$ cat config.mk
export PLATFORM = sky130hd
export DESIGN_NAME = core_sleep_ctrl
export DESIGN_NICKNAME = d
export VERILOG_FILES = /design/src/rtl/core_sleep_ctrl.sv
export SDC_FILE = /design/constraint.sdc
export NUM_CORES = 1
export LEC_CHECK = 0
export ABC_AREA = 1
export BUFFER_PORTS_ARGS = -buffer_cell sky130_fd_sc_hd__buf_2
export CORE_ASPECT_RATIO = 1.1
export CORE_UTILIZATION = 28
export DETAILED_ROUTE_END_ITERATION = 7
export PLACE_DENSITY = 0.81
export REMOVE_ABC_BUFFERS = 1
export SLEW_MARGIN = 25
export SYNTH_ARGS = -nofsm -noshare
export SYNTH_HDL_FRONTEND = slang
export SYNTH_SLANG_ARGS = --single-unit
$ cat constraint.sdc
create_clock -name clk -period 0.9 [get_ports clk]
set_input_delay 0 -clock clk [delete_from_list [all_inputs] [get_ports clk]]
set_output_delay 0 -clock clk [all_outputs]
set_load 0.005 [all_outputs]
$ cat src/rtl/core_sleep_ctrl.sv
module core_sleep_ctrl #(
  parameter int          NIRQ      = 8,
  parameter logic [31:0] CTRL_ADDR = 32'hE000ED10
) (
  input  logic            clk,
  input  logic            rst_n,
  input  logic            bus_sel,
  input  logic            bus_we,
  input  logic [31:0]     bus_addr,
  input  logic [31:0]     bus_wdata,
  output logic [31:0]     bus_rdata,
  input  logic            wfi_req,
  input  logic            wfe_req,
  input  logic            evt_in,
  input  logic            exc_ret,
  input  logic            ret_to_thread,
  input  logic            pmask,
  input  logic            irq_above,
  input  logic            nmi_req,
  input  logic [NIRQ-1:0] irq_pend_edge,
  output logic            sleeping,
  output logic            deep_sleep,
  output logic            wake,
  output logic            run_handler,
  output logic            skip_unstack
);
  logic soe_q, deep_q, sevp_q;
  logic asleep_q, by_wfe_q, evt_q;

  wire hit     = bus_sel && (bus_addr == CTRL_ADDR);
  wire ctl_wr  = hit && bus_we;
  assign bus_rdata = (hit && !bus_we) ? {27'd0, sevp_q, 1'b0, deep_q, soe_q, 1'b0} : 32'd0;

  wire ev_set   = evt_in || (sevp_q && |irq_pend_edge);
  wire hnd      = nmi_req || (irq_above && !pmask);
  wire wake_c   = asleep_q && (by_wfe_q ? (hnd || evt_q || ev_set) : (nmi_req || irq_above));
  wire go_wfi   = !asleep_q && wfi_req;
  wire go_wfe   = !asleep_q && !wfi_req && wfe_req && !evt_q;
  wire wfe_skip = !asleep_q && !wfi_req && wfe_req && evt_q;
  wire go_exit  = !asleep_q && !wfi_req && !wfe_req && exc_ret && ret_to_thread && soe_q;

  always_ff @(posedge clk or negedge rst_n) begin
    if (!rst_n) begin
      soe_q  <= 1'b0;
      deep_q <= 1'b0;
      sevp_q <= 1'b0;
    end else if (ctl_wr) begin
      soe_q  <= bus_wdata[1];
      deep_q <= bus_wdata[2];
      sevp_q <= bus_wdata[4];
    end
  end

  always_ff @(posedge clk or negedge rst_n) begin
    if (!rst_n) begin
      asleep_q     <= 1'b0;
      by_wfe_q     <= 1'b0;
      evt_q        <= 1'b0;
      wake         <= 1'b0;
      run_handler  <= 1'b0;
      skip_unstack <= 1'b0;
    end else begin
      wake         <= wake_c;
      run_handler  <= wake_c && hnd;
      skip_unstack <= go_exit;
      if (wake_c)
        asleep_q <= 1'b0;
      else if (go_wfi || go_wfe || go_exit) begin
        asleep_q <= 1'b1;
        by_wfe_q <= go_wfe;
      end
      if (wfe_skip || (wake_c && by_wfe_q))
        evt_q <= 1'b0;
      else if (ev_set)
        evt_q <= 1'b1;
    end
  end

  assign sleeping   = asleep_q;
  assign deep_sleep = asleep_q && deep_q;

  a_r2_wfi_enters: assert property (@(posedge clk) disable iff (!rst_n)
    (!sleeping && wfi_req) |=> sleeping);
  a_r2_wfi_holds: assert property (@(posedge clk) disable iff (!rst_n)
    (sleeping && !by_wfe_q && !irq_above && !nmi_req) |=> sleeping);
  a_r3_handler_needs_wake: assert property (@(posedge clk) disable iff (!rst_n)
    run_handler |-> wake);
  a_r6_preset_no_sleep: assert property (@(posedge clk) disable iff (!rst_n)
    (!sleeping && wfe_req && !wfi_req && evt_q) |=> (!sleeping && !evt_q));
  a_r7_exit_sleeps: assert property (@(posedge clk) disable iff (!rst_n)
    (!sleeping && !wfi_req && !wfe_req && exc_ret && ret_to_thread && soe_q) |=> (sleeping && skip_unstack));
  a_r8_h2h_awake: assert property (@(posedge clk) disable iff (!rst_n)
    (!sleeping && !wfi_req && !wfe_req && exc_ret && !ret_to_thread) |=> (!sleeping && !skip_unstack));
  a_r10_wake_pulse: assert property (@(posedge clk) disable iff (!rst_n)
    wake |=> !wake);
  a_r10_wake_falls: assert property (@(posedge clk) disable iff (!rst_n)
    wake |-> ($fell(sleeping)));
endmodule

==> flow_metrics.py <==
metrics = {
    "die": {
        "rows": 21,
        "die_area_mm2": 0.00348,
        "core_mm2": 0.00307,
        "num_io_pins": 121,
        "die_width_um": 56.3,
        "start_util": 0.295,
        "die_y_um": 61.7,
    },
    "detailed_routing": {
        "routed_via_density": 4.04,
        "ant_nets": 0,
        "wl_per_cell_um": 8.56,
        "first_pass_iters": 4,
        "totalWireLength_um": 2290,
        "drc": 0,
        "drtIter0Drc": 26,
        "num_vias": 1083,
    },
    "layout": {
        "nFillCells": 327,
        "diodes": 0,
        "nets": 319,
        "seq_area_um2": 225,
        "drive_gt1_frac": 0.504,
        "multi_input_area_um2": 537,
        "areaGrowthSynthToFinish_pct": 60.2,
    },
    "critical_path": {
        "start_kind": "register",
        "cp.required_ps": 1070,
        "regToRegSetupSlack_ps": -120,
        "r2r_cells": 5,
        "critPathKind": "reg -> reg",
        "r2r-start": "sleeping$_DFFE_PN0P_",
        "cp-end-kind": "register",
        "r2r_end": "sleeping$_DFFE_PN0P_",
        "arrival_ps": 1190,
        "crit_fanout": 4,
    },
    "clocking": {
        "cts_tree": "built",
        "clk_latency_ps": 250,
        "cts_num_sinks": 9,
        "root_buffer": "clkbuf_4",
        "htreeDepth": 1,
        "cts.path.max_buffers": 2,
        "cts_inserted_buffers": 3,
        "clk_pin_slew_ps": 60,
    },
    "yosys": {
        "synth-seq-area-share": 0.248,
        "synth_cells": 150,
        "syn_avg_cell_area_um2": 6.06,
        "ys_warn_count": 0,
        "ys_ff_latch": 9,
        "synth.distinct_cells": 18,
        "synth.area.top_cells": "dfrtp_1, buf_4, nand2_1, inv_1, nor2_1",
        "synth_top_area_share": 0.248,
        "synth_largest_area_cell": "dfrtp_1",
        "synth_area_um2": 908,
    },
    "place": {
        "post-place-ws_ps": -184,
        "portBuffers": 62,
        "dpl.hpwl_um": 1690,
        "place.gp.congestion": 0.766,
    },
    "global_routing": {
        "grt_pass1_vias": 949,
        "grt-ovfl-total": 0,
        "grt_max_degree": 10,
        "antenna_found_initial": 0,
        "grt_use_total": 0.128,
        "grt_pass1_wl_um": 3550,
    },
    "worst_hold_path": {
        "hold_path_depth": 3,
        "hold_path_class": "in -> reg",
        "worstHoldEndpoint": "deep_q$_DFFE_PN0P_",
        "holdCritStartpoint": "bus_wdata[2]",
    },
    "timing": {
        "finalWorstSetupSlack_ps": -120,
        "timing.hold.ws_ps": -8.32,
        "period_share": 1.13,
        "min_period_ps": 1020,
        "grt_setup_unrepaired": "true",
        "fin_skew_ps": 9.05,
        "setup_tns_ps": -757,
        "hold_violations": 1,
        "max_freq_mhz": 980,
        "setup_violations": 10,
        "slew_viol_final": 0,
    },
    "pwr": {
        "power_switching_uw": 634,
        "combPwrFrac": 0.509,
        "seqPwrFrac": 0.323,
        "p_int_mw": 1.17,
        "swShare": 0.352,
        "leakagePower_nw": 0.878,
        "clkPwrFrac": 0.168,
        "ir_drop_uv": 1340,
        "power_density_mw_per_mm2": 1240,
    },
    "run_status": {
        "status": "complete, but fails checks",
        "violations": "hold timing, setup timing",
    },
    "run": {
        "cap_violations": 0,
    },
}
-- state kept, by name, summed over array words and instances (netlist names) --
| name | cells |
|---|---|
| by_wfe_q | 1 |
| deep_q | 1 |
| evt_q | 1 |
| run_handler | 1 |
| sevp_q | 1 |
| skip_unstack | 1 |
| sleeping | 1 |
| soe_q | 1 |
| wake | 1 |
-- routing by layer --
metal	routed length, µm	global-route usage
met3	178	0.0207
met4	26	0.0418
met1	885	0.143
met2	1200	0.252
met5	0	0
-- stage by stage --
step | area [µm²] | std cells | hold WS (ps) | utilization | power (mW)
global route | 1460 | 268 | 4.30 | 0.473 | 1.95
global placement | 1200 | 252 | -141 | 0.391 | 1.16
detailed placement | 1200 | 252 | -138 | 0.391 | 1.17
floorplan | 796 | 149 | -296 | - | 0.858
CTS | 1330 | 265 | 0.462 | 0.432 | 1.55
finish | 1460 | 268 | -8.32 | 0.473 | 1.80
-- power groups by stage --
stage	registers, mW	logic [mW]	clock network, mW
after detailed placement	0.565	0.609	0
final	0.582	0.916	0.301
after global placement	0.560	0.595	0
after floorplan	0.586	0.272	0
after CTS	0.566	0.681	0.307
after global routing	0.591	1.00	0.355
-- Yosys cell counts, drive strengths merged --
cell   instances
nor2          29
nor3           1
a22oi          1
nand4          2
buf           29
nand2         37
inv           28
dfrtp          9
nand3          9
or2            1
a21oi          1
o21ai          2
conb           1
-- cells by family after synthesis --
kind of cell | after synthesis | share of synthesized area
AO/OA/AOI/OAI | 4 | 0.0248
buffers and inverters | 57 | 0.355
other | 1 | 0.00413
flip-flops | 9 | 0.248
AND/OR/NAND/NOR | 79 | 0.368
-- cells in the final DEF (no fill, tap or decap), drive strengths merged --
cell type     n
nand3         9
nand4         2
dlygate4sd3   2
conb         29
o21ai         2
a22oi         1
inv          28
nand2        37
nor2         29
or2           1
buf          79
clkbuf        4
nor3          1
dfrtp         9
a21oi         1
-- worst max-delay path: stages, from the launching register on --
cell	delay, ps
dfrtp_1	420
nor2_4	150
nand3_2	100
nand2_2	70
inv_2	40
a22oi_1	160
-- repair_timing --
action | in CTS | in global routing
endpoints found under the hold margin | 10 | 0
buffers inserted | 7 | 4
setup endpoints to repair | 10 | 14
hold buffers | 2 | 0
pin swaps | 9 | 24
resized for setup | 10 | 34
-- worst max path at each step --
stage	from	to	slack (ps)
finish	sleeping$_DFFE_PN0P_	sleeping$_DFFE_PN0P_	-120
global route	evt_q$_DFFE_PN0P_	evt_q$_DFFE_PN0P_	-180
CTS	sleeping$_DFFE_PN0P_	deep_sleep	-100
detailed placement	sleeping$_DFFE_PN0P_	sleeping$_DFFE_PN0P_	-180
global placement	sleeping$_DFFE_PN0P_	sleeping$_DFFE_PN0P_	-130
floorplan	sleeping$_DFFE_PN0P_	sleeping$_DFFE_PN0P_	-150
-- layout make-up --
class,count,share of cell area
multi-input cells,112,0.369
repair buffers,81,0.357
flip-flops and latches,9,0.155
inverters,28,0.0722
well taps,34,0.0292
clock buffers,4,0.0181
No activity file was read; power rests on OpenSTA's default activity.
